## config.mk

```make
export PLATFORM = sky130hd
export DESIGN_NAME = tone_cadence_ctrl
export DESIGN_NICKNAME = d
export VERILOG_FILES = /design/src/rtl/tcad_pkg.sv /design/src/rtl/tcad_seq.sv /design/src/rtl/tcad_irq.sv /design/src/rtl/tcad_route.sv /design/src/rtl/tone_cadence_ctrl.sv
export SDC_FILE = /design/constraint.sdc
export NUM_CORES = 1
export LEC_CHECK = 0
export ABC_AREA = 1
export BUFFER_PORTS_ARGS = -buffer_cell sky130_fd_sc_hd__buf_2
export CAP_MARGIN = 30
export CORE_MARGIN = 2
export CORE_UTILIZATION = 51
export CTS_CLUSTER_DIAMETER = 50
export DETAILED_ROUTE_END_ITERATION = 16
export PLACE_DENSITY = 0.82
export SYNTH_ARGS = -nofsm -noshare
export SYNTH_HDL_FRONTEND = slang
export SYNTH_SLANG_ARGS = --single-unit
```

## constraint.sdc

```tcl
create_clock -name clk -period 4 [get_ports clk]
set_input_delay 0.6 -clock clk [delete_from_list [all_inputs] [get_ports clk]]
set_output_delay 0.6 -clock clk [all_outputs]
set_load 0.02 [all_outputs]
```

## src/rtl/tcad_pkg.sv

```systemverilog
package tcad_pkg;

    parameter int TIMER_W  = 16;
    parameter int SAMPLE_W = 16;

    // bit positions inside the route select
    localparam int RT_TX = 0;
    localparam int RT_RX = 1;
    localparam int N_PATH = 2;

    typedef enum logic [1:0] {
        PH_IDLE = 2'd0,
        PH_ON   = 2'd1,
        PH_OFF  = 2'd2
    } phase_e;

    typedef struct packed {
        logic off_end;  // bit 1
        logic on_end;   // bit 0
    } evt_t;

    function automatic logic sign_flip(input logic now_s, input logic prev_s);
        return now_s ^ prev_s;
    endfunction

endpackage

```

## src/rtl/tcad_seq.sv

```systemverilog
module tcad_seq
    import tcad_pkg::*;
#(
    parameter int TW = TIMER_W
) (
    input  logic          clk,
    input  logic          rst,
    input  logic          tick,
    input  logic          osc_en,
    input  logic          cad_on,
    input  logic          zc_en,
    input  logic          sign_now,
    input  logic [TW-1:0] on_time,
    input  logic [TW-1:0] off_time,
    output logic          live,
    output evt_t          evt
);

    localparam int CW = TW + 1;

    phase_e        phase;
    logic [TW-1:0] cnt;
    logic          drain;
    logic          prev_sign;
    logic [CW-1:0] cnt_nx;
    logic          zc_hit;

    assign cnt_nx = {1'b0, cnt} + CW'(1);
    assign zc_hit = sign_flip(sign_now, prev_sign);

    always_comb begin
        evt.on_end  = tick && cad_on && osc_en && (phase == PH_ON)
                      && (cnt_nx >= {1'b0, on_time});
        evt.off_end = tick && cad_on && osc_en && (phase == PH_OFF)
                      && (cnt_nx >= {1'b0, off_time});
    end

    always_ff @(posedge clk) begin
        if (rst) begin
            phase     <= PH_IDLE;
            cnt       <= '0;
            drain     <= 1'b0;
            prev_sign <= 1'b0;
        end else begin
            prev_sign <= sign_now;
            if (!osc_en) begin
                phase <= PH_IDLE;
                cnt   <= '0;
                drain <= 1'b0;
            end else if (!cad_on) begin
                phase <= PH_ON;
                cnt   <= '0;
                drain <= 1'b0;
            end else begin
                case (phase)
                    PH_IDLE: begin
                        phase <= PH_ON;
                        cnt   <= '0;
                    end
                    PH_ON: begin
                        if (evt.on_end) begin
                            phase <= PH_OFF;
                            cnt   <= '0;
                            drain <= zc_en;
                        end else if (tick) begin
                            cnt <= cnt_nx[TW-1:0];
                        end
                    end
                    PH_OFF: begin
                        if (evt.off_end) begin
                            phase <= PH_ON;
                            cnt   <= '0;
                            drain <= 1'b0;
                        end else begin
                            if (tick) cnt <= cnt_nx[TW-1:0];
                            if (zc_hit) drain <= 1'b0;
                        end
                    end
                    default: phase <= PH_IDLE;
                endcase
            end
        end
    end

    assign live = (phase == PH_ON) || drain;

endmodule

```

## src/rtl/tcad_irq.sv

```systemverilog
module tcad_irq
    import tcad_pkg::*;
(
    input  logic       clk,
    input  logic       rst,
    input  evt_t       evt,
    input  logic [1:0] irq_en,
    input  logic [1:0] irq_clr,
    output logic [1:0] pend,
    output logic       irq
);

    logic [1:0] set_v;
    assign set_v = {evt.off_end, evt.on_end};

    always_ff @(posedge clk) begin
        if (rst) pend <= '0;
        else     pend <= (pend & ~irq_clr) | set_v;
    end

    assign irq = |(pend & irq_en);

endmodule

```

## src/rtl/tcad_route.sv

```systemverilog
module tcad_route
    import tcad_pkg::*;
#(
    parameter int SW = SAMPLE_W
) (
    input  logic              live,
    input  logic [N_PATH-1:0] route,
    input  logic [SW-1:0]     sample,
    output logic [SW-1:0]     path_out [N_PATH]
);

    for (genvar p = 0; p < N_PATH; p++) begin : g_path
        assign path_out[p] = (live && route[p]) ? sample : '0;
    end

endmodule

```

## src/rtl/tone_cadence_ctrl.sv

```systemverilog
module tone_cadence_ctrl
    import tcad_pkg::*;
#(
    parameter int TW = TIMER_W,
    parameter int SW = SAMPLE_W
) (
    input  logic          clk,
    input  logic          rst,
    input  logic          tick,
    input  logic          osc_en,
    input  logic          on_tmr_en,
    input  logic          off_tmr_en,
    input  logic          zc_en,
    input  logic [1:0]    route,
    input  logic [TW-1:0] on_time,
    input  logic [TW-1:0] off_time,
    input  logic [SW-1:0] osc_sample,
    input  logic [1:0]    irq_en,
    input  logic [1:0]    irq_clr,
    output logic [SW-1:0] tx_out,
    output logic [SW-1:0] rx_out,
    output logic          live,
    output logic [1:0]    irq_pend,
    output logic          irq
);

    evt_t          evt;
    logic [SW-1:0] paths [N_PATH];

    tcad_seq #(.TW(TW)) u_seq (
        .clk      (clk),
        .rst      (rst),
        .tick     (tick),
        .osc_en   (osc_en),
        .cad_on   (on_tmr_en | off_tmr_en),
        .zc_en    (zc_en),
        .sign_now (osc_sample[SW-1]),
        .on_time  (on_time),
        .off_time (off_time),
        .live     (live),
        .evt      (evt)
    );

    tcad_irq u_irq (
        .clk     (clk),
        .rst     (rst),
        .evt     (evt),
        .irq_en  (irq_en),
        .irq_clr (irq_clr),
        .pend    (irq_pend),
        .irq     (irq)
    );

    tcad_route #(.SW(SW)) u_route (
        .live     (live),
        .route    (route),
        .sample   (osc_sample),
        .path_out (paths)
    );

    assign tx_out = paths[RT_TX];
    assign rx_out = paths[RT_RX];

endmodule

```

==> run_results.csv, run 1 <==
group,metric,value,unit
die,fp.dieW,76.4,um
cts,cts_inserted_buffers,3,
drt,first_pass_iters,4,
cells_and_area,diodes,0,
critical_path,max_stage_delay,0.45,ns
logic_synthesis,synth_area_leaders,"ha_1 (18%), dfxtp_1 (16%), nand2_1 (13%)",
min_path,hold_path.class,"reg -> reg",
cts,clk_pin_slew,0.08,ns
critical_path,timing.critical_path.cells,"ha_1 -> nand2_1 -> nor2_2 -> nand2_2 -> inv_1 -> nand3_1 -> xor2_1 -> ha_1 -> a21oi_1 -> nor2_1 -> nor3_1 -> nand3_2 -> nand2_2 -> nand2_4 -> nand2_8 -> nand3_1 -> a21oi_1",
cells_and_area,fill_cells,495,
cells_and_area,seqCellArea,440,um^2
logic_synthesis,ys_warn_count,0,
cts,htreeDepth,1,
cts,cts_root_buf,"clkbuf_8",
die,dieArea,5840,um^2
timing,slew_viol_final,0,
logic_synthesis,synth-edff-count,0,
pwr,power_switching_share,28.5,%
logic_synthesis,synthesis.nets,537,
run,cap_violations,0,
logic_synthesis,ys_ff_latch,22,
grt,grt_pass1_vias,2708,
cells_and_area,layout-area-overhead-vs-synth,22.3,%
logic_synthesis,synth_top_family_by_area,"simple AND/OR/NAND/NOR gates",
pwr,p_int,407,uW
drt,vias,2891,
critical_path,cp-start-kind,"flip-flop",
timing,fmaxAchievable,325,MHz
pwr,power_switching,163,uW
pwr,power.leakage,1.92,nW
critical_path,critPathSlowestCell,"dfxtp_1",
logic_synthesis,synth_area_leader_cell,"ha_1",
drt,drc,0,
pwr,clkPwrFrac,37.2,%
pwr,ir_worst_vdd,172,uV
drt,drt-initial-drc-count,88,
timing,relSlewSlack,56.3,%
logic_synthesis,synth_xor_area_share,4.59,%
cells_and_area,drive_gt1_share,23.8,%
critical_path,crit_buf_inv,1,
logic_synthesis,synthArstFlopShare,0,%
place,gp_congestion,0.881,
cts,cts_resized,0,
drt,viasPerCell,4.82,
timing,totalNegativeSetupSlack,0,ns
timing,worst_slew_pin_slew,0.656,ns
drt,ant_nets,0,
drt,wirelength,6.56,mm
logic_synthesis,synth-compound-area-share,12.2,%
cells_and_area,multiInputGateArea,1850,um^2
logic_synthesis,yosys.area_share.simple,34.6,%
grt,track_usage,22.4,%
logic_synthesis,syn_avg_cell_area,6.10,um^2
grt,grt_max_degree,19,
critical_path,worstPathRequired,4.19,ns
timing,min_period,3.08,ns
cts,cts_setup_buffers,0,
critical_path,critPathTopFamily,"simple AND/OR/NAND/NOR gates",
die,die_h,76.4,um
cts,cts_buffer_depth,2,
die,ios,97,
critical_path,worst-setup-path-type,"reg -> reg",
logic_synthesis,yosys-top-cells-count,"nand2_1 (89), inv_1 (86), nor2_1 (73)",
cts,cts.sinks,22,
critical_path,cp.arrival,3.27,ns
logic_synthesis,synthMuxAreaShare,0,%
outcome,status,"finished, final reports clean",
cells_and_area,layout.nets,630,
critical_path,critPathCaptureType,"flip-flop",
cts,cts_hold_buf,0,
pwr,pwr-share-comb,23.8,%
place,io_buffers,96,
timing,final.period_utilization,77.0,%
logic_synthesis,ys_seq_area_share,16.5,%
die,row_count,26,
logic_synthesis,synth_top_area_share,17.8,%
logic_synthesis,syn-instance-count,438,
timing,finalHoldViolCount,0,
critical_path,crit_fanout,18,
logic_synthesis,synth_fa_ha_area_share,17.8,%
die,initial_core_util,52.7,%
drt,avgRoutedWirePerCell,10.9,um
timing,clock_skew,0.00173,ns
pwr,pwr-share-seq,39.0,%
timing,finalSetupViolCount,0,
pwr,powerDensity,174,nW/um^2
logic_synthesis,synthFlopType,"dfxtp_1",
cells_and_area,final_util,64.4,%
die,core_area,5070,um^2
grt,antenna_found_initial,0,
cts,clk_latency,0.27,ns
grt,grt_pass1_wl,11.2,mm
grt,gr-total-overflow,0,
logic_synthesis,syn-cell-area,2670,um^2
place,hpwl,5.39,mm
logic_synthesis,synth.most_common_cell,"nand2_1",
logic_synthesis,synth.distinct_cells,29,
cts,cts_tree,"done",
timing,rsz0062_at_grt,"false",
-- flip-flops by register name, summed over array words and instances (netlist names) --
| register | count |
|---|---|
| u_seq.cnt | 16 |
| u_irq.pend | 2 |
| u_seq.phase | 2 |
| u_seq.drain | 1 |
| u_seq.prev_sign | 1 |
-- placed cells by master, fill, tap and decap left out, types with 3 or more instances in the layout --
master and instances:
nand2_4 3, nor3_1 3, a21oi_1 34, inv_1 86
xor2_1 12, buf_2 96, a21o_1 4, nand3_2 3
ha_1 38, dfxtp_1 22, nand3_1 20, a21oi_2 4
nor2_1 73, nand2_2 10, nand2_1 89, clkbuf_8 3
o21ai_0 12
-- power by group through the flow --
stage | clock network, mW | logic [mW] | registers, mW
6_report | 0.212 | 0.136 | 0.222
4_1_cts | 0.215 | 0.136 | 0.222
3_5_place_dp | 0 | 0.135 | 0.228
2_1_floorplan | 0 | 0.0841 | 0.227
3_3_place_gp | 0 | 0.133 | 0.227
5_1_grt | 0.227 | 0.154 | 0.223
-- path summary, 6_finish.rpt --
kind	from	endpoint	slack [ns]	depth (start not counted)
max reg2reg	u_seq.cnt[0]	u_seq.cnt[14]	0.92	17
min	u_irq.pend[1]	u_irq.pend[1]	0.49	2
max	u_seq.cnt[0]	u_seq.cnt[14]	0.92	17
min reg2reg	u_irq.pend[1]	u_irq.pend[1]	0.49	2
-- cells by family (layout without fill, tap and decap cells) --
group / Yosys count / in the layout
compound gates: 58 / 58
xor+xnor: 14 / 14
simple gates: 209 / 209
fa+ha+maj: 38 / 38
buf+inv: 97 / 189
flops: 22 / 22
-- worst register-to-register path, stage by stage (launching register included) --
cell and delay [ns]:
dfxtp_1 0.45, ha_1 0.24, nand2_1 0.10, nor2_2 0.13, nand2_2 0.12, inv_1 0.11, nand3_1 0.09, xor2_1 0.30
ha_1 0.31, a21oi_1 0.13, nor2_1 0.05, nor3_1 0.25, nand3_2 0.15, nand2_2 0.12, nand2_4 0.08, nand2_8 0.15
nand3_1 0.10, a21oi_1 0.14
-- through the flow --
stage	hold WS [ns]	power, mW	setup slack [ns]	std cells	instance area [um^2]
final	0.493	0.570	0.921	600	3270
after global routing	0.520	0.604	0.530	600	3270
after CTS	0.494	0.573	0.889	600	3270
after detailed placement	0.476	0.363	0.934	596	3200
after global placement	0.482	0.360	1.00	596	3200
after floorplan	0.466	0.311	1.35	438	2670
-- layout make-up --
| cell class | count | share of cell area, % |
|---|---|---|
| clock buffer | 3 | 1.26 |
| timing repair buffer | 97 | 14.9 |
| multi-input combinational | 319 | 56.6 |
| inverter | 88 | 10.1 |
| tap | 70 | 2.68 |
| clock inverter | 1 | 0.919 |
| sequential | 22 | 13.5 |
-- routing by layer --
layer	part of all wire [%]	track usage, %
met2	49	43.8
met5	0	0
met4	0.58	4.73
met1	44	26.3
met3	5.9	2.01
No activity file was read; power rests on OpenSTA's default activity.
==> run 2, diff against run 1 <==
- ABC_AREA: 1 -> 0
- CORE_UTILIZATION: 51 -> 50
- PLACE_DENSITY: 0.82 -> 0.81
- clock period: 4 -> 2.9 ns (I/O delays scaled with it)
==> run_results.csv, run 2 <==
group,metric,value,unit
logic_synthesis,synth_area_leader_cell,"ha_1",
logic_synthesis,yosys-top-cells-count,"inv_1 (43), ha_1 (38), nand2_1 (33)",
logic_synthesis,syn-instance-count,341,
cells_and_area,top_regs,"u_seq.cnt x16, u_irq.pend x2, u_seq.phase x2",
grt,met1_usage,35.0,%
cells_and_area,layout-area-overhead-vs-synth,54.9,%
place,hpwl,6.31,mm
cells_and_area,final_cell_mix,"buf_2 (96), buf_4 (56), inv_1 (42)",
drt,vias,3408,
cts,clk_pin_slew,0.09,ns
logic_synthesis,synth.distinct_cells,53,
timing,worst_slack,-0.480,ns
cells_and_area,final_util,79.0,%
logic_synthesis,synthArstFlopShare,0,%
pwr,powerDensity,176,nW/um^2
timing,rsz0062_at_grt,"true",
place,io_buffers,96,
cells_and_area,top_register,"u_seq.cnt",
timing,fmaxAchievable,296,MHz
drt,wirelength,10.4,mm
drt,avgRoutedWirePerCell,18.8,um
timing,relSlewSlack,62.1,%
min_path,hold_path.class,"in -> reg",
pwr,ir_worst_vdd,181,uV
cells_and_area,fill_cells,285,
die,initial_core_util,51.0,%
logic_synthesis,ys_warn_count,0,
grt,track_usage,29.1,%
critical_path,worst-setup-path-type,"reg -> reg",
run,cap_violations,0,
logic_synthesis,syn_avg_cell_area,7.54,um^2
logic_synthesis,synth_top_area_share,18.5,%
logic_synthesis,synth_area_leaders,"ha_1 (18%), dfxtp_1 (17%), and3_1 (7.8%)",
timing,clock_skew,0.00456,ns
grt,grt_most_used_layer,"met2",
logic_synthesis,synthFlopType,"dfxtp_1",
critical_path,cp.arrival,3.54,ns
pwr,power.leakage,2.08,nW
timing,finalSetupViolCount,21,
critical_path,cp-start-kind,"flip-flop",
logic_synthesis,synth-edff-count,0,
logic_synthesis,yosys.area_share.simple,28.3,%
critical_path,critPathCaptureType,"flip-flop",
logic_synthesis,synth_top_family_by_area,"simple AND/OR/NAND/NOR gates",
drt,viasPerCell,6.16,
grt,grt_pass1_vias,2915,
cells_and_area,layout.nets,582,
logic_synthesis,syn-cell-area,2570,um^2
cells_and_area,drive_gt1_share,45.4,%
die,fp.dieW,75.7,um
drt,drt-initial-drc-count,300,
cts,cts_buffer_depth,2,
logic_synthesis,synthesis.nets,440,
die,dieArea,5730,um^2
drt,drc,0,
timing,slew_viol_final,0,
timing,final.period_utilization,117,%
pwr,total_power,703,uW
logic_synthesis,synth_fa_ha_area_share,18.5,%
outcome,status,"finished, violations left",
place,placed_area,3510,um^2
timing,min_period,3.38,ns
grt,antenna_found_initial,1,
logic_synthesis,synth-compound-area-share,20.5,%
cts,cts_hold_buf,0,
timing,totalNegativeSetupSlack,-7.71,ns
drt,first_pass_iters,5,
cells_and_area,final_area,3980,um^2
grt,met3_usage,6.35,%
grt,grt_max_degree,34,
cts,cts.sinks,22,
die,core_area,5040,um^2
grt,gr-total-overflow,0,
logic_synthesis,synth_xor_area_share,5.11,%
logic_synthesis,synthMuxAreaShare,0.389,%
timing,finalHoldViolCount,0,
drt,ant_nets,0,
cells_and_area,largest_reg_flops,16,
grt,use_met2,50.0,%
place,gp_congestion,0.890,
timing,worst_slew_pin_slew,0.568,ns
cts,htreeDepth,1,
critical_path,crit_fanout,15,
cts,cts_root_buf,"clkbuf_8",
outcome,violations,"negative setup slack",
die,row_count,26,
cts,cts_inserted_buffers,3,
logic_synthesis,ys_seq_area_share,17.1,%
cts,clk_latency,0.27,ns
critical_path,worstPathRequired,3.06,ns
cells_and_area,final_common_cell,"buf_2",
die,die_h,75.7,um
logic_synthesis,synth.most_common_cell,"inv_1",
cts,cts_tree,"done",
grt,grt_pass1_wl,13.0,mm
die,ios,97,
logic_synthesis,ys_ff_latch,22,
-- run 2: cell families after synthesis --
group | count (synthesis)
multiplexers | 1
XOR/XNOR | 15
buffers and inverters | 64
flip-flops | 22
AO/OA/AOI/OAI | 70
AND/OR/NAND/NOR | 131
adder cells (fa/ha/maj) | 38
-- run 2: power breakdown --
group / switching [mW] / internal (mW) / leakage, nW
registers: 0.00180 / 0.301 / 0.182
clock network: 0.108 / 0.0983 / 0.0228
logic: 0.112 / 0.0821 / 1.88
total: 0.221 / 0.481 / 2.08
-- run 2: metrics by stage --
| stage | hold WS (ns) | setup WS (ns) | std cells |
|---|---|---|---|
| final | 0.412 | -0.480 | 553 |
| after global routing | 0.406 | -0.601 | 552 |
| after CTS | 0.381 | -0.325 | 544 |
| after detailed placement | 0.457 | -0.466 | 537 |
| after global placement | 0.441 | -0.380 | 537 |
| after floorplan | 0.430 | -0.399 | 341 |
-- run 2: critical path, cell delays in order, from the launching register on --
cell and delay (ns):
dfxtp_4 0.38, ha_4 0.16, nand3_4 0.10, nor3_4 0.16
and4_4 0.25, buf_4 0.13, xor2_1 0.22, ha_1 0.30
a21oi_1 0.13, o21ai_0 0.11, a21oi_1 0.22, o221a_1 0.28
nand2_2 0.09, a211o_1 0.30, buf_12 0.17, o311ai_2 0.25
-- run 2: cell type report --
| class | count | area, um^2 | area share, % |
|---|---|---|---|
| Timing Repair Buffer | 158 | 995 | 25.0 |
| Multi-Input combinational cell | 255 | 2230 | 56.1 |
| Clock buffer | 4 | 45.0 | 1.13 |
| Inverter | 43 | 161 | 4.05 |
| Antenna cell | 1 | 2.50 | 0.0628 |
| Tap cell | 70 | 87.6 | 2.20 |
| Sequential cell | 22 | 457 | 11.5 |
-- run 2: layer usage --
| metal | vias up | share of wire [%] |
|---|---|---|
| li1 | 1527 | - |
| met1 | 1570 | 39 |
| met2 | 247 | 49 |
| met3 | 64 | 7.6 |
| met4 | 0 | 4.8 |
| met5 | - | 0 |
-- run 2: final timing paths --
| path | startpoint | end | slack [ns] | cells past startpoint |
|---|---|---|---|---|
| max | u_seq.cnt[1] | u_seq.cnt[7] | -0.48 | 15 |
| min | rst | u_irq.pend[1] | 0.41 | 2 |
| max reg2reg | u_seq.cnt[1] | u_seq.cnt[7] | -0.48 | 15 |
| min reg2reg | u_seq.drain | u_seq.drain | 0.47 | 2 |
-- run 2: repair_timing --
| item | 4_1_cts | 5_1_grt |
|---|---|---|
| pin swaps | 5 | 15 |
| buffers inserted | 3 | 8 |
| resized for setup | 22 | 41 |
| endpoints found under the setup margin | 19 | 21 |
==> run 3, diff against run 2 <==
==> constraint.sdc (replaced) <==
create_clock -name clk -period 2.9 [get_ports clk]
set_input_delay 0 -clock clk [delete_from_list [all_inputs] [get_ports clk]]
set_output_delay 0 -clock clk [all_outputs]
set_load 0.02 [all_outputs]
==> run_results.csv, run 3 (synthesis gave the netlist of run 2 again) <==
group,metric,value,unit
cells_and_area,final_util,80.1,%
grt,antenna_found_initial,0,
timing,fmaxAchievable,291,MHz
critical_path,timing.critical_path.cells,"ha_4 -> nand3_4 -> nor3_4 -> and4_4 -> buf_6 -> xor2_2 -> ha_1 -> a21oi_1 -> o21ai_0 -> a21oi_1 -> o221a_1 -> nand2_2 -> a211o_4 -> buf_12 -> o311ai_1",
cells_and_area,drive_gt1_share,46.4,%
timing,min_period,3.44,ns
die,fp.dieW,75.7,um
cells_and_area,multiInputGateArea,2250,um^2
pwr,total_power,709,uW
timing,relSlewSlack,65.0,%
cells_and_area,seqCellArea,454,um^2
pwr,pwr-share-seq,42.7,%
drt,first_pass_iters,7,
place,hpwl,6.38,mm
cells_and_area,layout-area-overhead-vs-synth,57.1,%
cells_and_area,top_register,"u_seq.cnt",
die,ios,97,
timing,rsz0062_at_grt,"true",
critical_path,worstPathRequired,3.08,ns
cts,clk_pin_slew,0.09,ns
cells_and_area,layout.nets,585,
critical_path,crit_fanout,8,
drt,vias,3466,
timing,slew_viol_final,0,
drt,viasPerCell,6.25,
pwr,clkPwrFrac,29.4,%
cells_and_area,top_regs,"u_seq.cnt x16, u_irq.pend x2, u_seq.phase x2",
critical_path,crit_buf_inv,2,
grt,grt_pass1_vias,2834,
die,core_area,5040,um^2
cts,cts.sinks,22,
pwr,p_int,482,uW
pwr,pwr-share-comb,27.9,%
cells_and_area,final_cell_mix,"buf_2 (96), buf_4 (56), inv_1 (42)",
grt,grt_pass1_wl,12.5,mm
cts,clk_latency,0.27,ns
critical_path,critPathCaptureType,"flip-flop",
die,die_h,75.7,um
pwr,power.leakage,2.11,nW
cells_and_area,final_common_cell,"buf_2",
timing,worst_slew_pin_slew,0.525,ns
critical_path,max_stage_delay,0.39,ns
timing,finalSetupViolCount,20,
timing,whs,-0.00783,ns
cts,cts_root_buf,"clkbuf_8",
pwr,power_switching_share,32.0,%
pwr,powerDensity,176,nW/um^2
grt,grt_max_degree,34,
cts,cts_inserted_buffers,3,
outcome,status,"finished, violations left",
cts,cts_buffer_depth,2,
cts,cts_tree,"done",
place,io_buffers,96,
timing,finalHoldViolCount,1,
pwr,power_switching,227,uW
drt,ant_nets,0,
timing,worst_slack,-0.540,ns
run,cap_violations,0,
critical_path,timing.critical_path.mode_cell,"a21oi_1",
place,placed_area,3510,um^2
outcome,violations,"negative hold slack, negative setup slack",
die,row_count,26,
cells_and_area,diodes,0,
critical_path,cp.arrival,3.62,ns
pwr,ir_worst_vdd,167,uV
critical_path,critPathTopFamily,"compound AO/OA/AOI/OAI gates",
critical_path,worst-setup-path-type,"reg -> reg",
drt,drt-initial-drc-count,293,
grt,track_usage,28.5,%
critical_path,cp-start-kind,"flip-flop",
die,initial_core_util,51.0,%
cells_and_area,largest_reg_flops,16,
grt,gr-total-overflow,0,
drt,wirelength,10.8,mm
critical_path,critPathSlowestCell,"dfxtp_4",
cts,htreeDepth,1,
place,gp_congestion,0.888,
timing,clock_skew,0.00505,ns
drt,drc,0,
drt,avgRoutedWirePerCell,19.5,um
timing,final.period_utilization,119,%
die,dieArea,5730,um^2
min_path,hold_path.class,"in -> reg",
cells_and_area,fill_cells,260,
cells_and_area,final_area,4040,um^2
[run 3: cell types whose count changed in the layout (fill, tap and decap cells not counted), sizes merged]
cell	delta
buf	+1
clkbuf	+1
diode	-1
dlygate4sd3	+1
[run 3: cell type report]
type | instances | area share [%]
tap | 70 | 2.17
multi-input combinational | 255 | 55.7
sequential | 22 | 11.2
clock buffer | 4 | 1.12
timing repair buffer | 161 | 25.8
inverter | 43 | 4.00
[run 3: worst reg2reg max path, stage by stage, from the launching register on]
cell	delay (ns)
dfxtp_4	0.39
ha_4	0.16
nand3_4	0.09
nor3_4	0.17
and4_4	0.26
buf_6	0.12
xor2_2	0.20
ha_1	0.31
a21oi_1	0.19
o21ai_0	0.11
a21oi_1	0.18
o221a_1	0.29
nand2_2	0.11
a211o_4	0.38
buf_12	0.16
o311ai_1	0.23
[run 3: per-stage QoR]
stage,std cells,setup TNS (ns),setup WS [ns]
after floorplan,341,-5.62,-0.399
after global placement,536,-5.52,-0.376
after detailed placement,536,-6.53,-0.465
after CTS,545,-4.26,-0.282
after global routing,555,-10.95,-0.625
final,555,-9.11,-0.540
[run 3: power by group through the flow]
| stage | combinational (mW) | sequential, mW | clock (mW) |
|---|---|---|---|
| floorplan | 0.0911 | 0.310 | 0 |
| finish | 0.198 | 0.303 | 0.208 |
| global placement | 0.164 | 0.311 | 0 |
| global route | 0.213 | 0.303 | 0.213 |
| CTS | 0.176 | 0.303 | 0.204 |
| detailed placement | 0.170 | 0.311 | 0 |
[run 3: per-layer routing]
layer | routed length, um | vias to the layer above | track usage [%] | share of wire, %
met4 | 570 | 0 | 12.5 | 5.3
met5 | 0 | - | 0 | 0
met2 | 5230 | 269 | 49.4 | 48
met3 | 1010 | 65 | 4.50 | 9.3
met1 | 4000 | 1603 | 34.8 | 37
li1 | - | 1529 | - | -
[run 3: worst paths after layout]
check                           cells past startpoint              end  slack [ns]            from
worst max-delay path                               15     u_seq.cnt[3]       -0.54    u_seq.cnt[1]
worst min-delay path                                2  u_seq.prev_sign      -0.008  osc_sample[15]
worst max register to register                     15     u_seq.cnt[3]       -0.54    u_seq.cnt[1]
worst min register to register                      2      u_seq.drain        0.46     u_seq.drain
[run 3: timing repair]
action	4_1_cts	5_1_grt
cloned	0	1
resized for setup	28	37
endpoints found under the setup margin	19	20
hold buffers	1	0
pin swaps	4	10
setup buffers	4	9
endpoints found under the hold margin	3	0
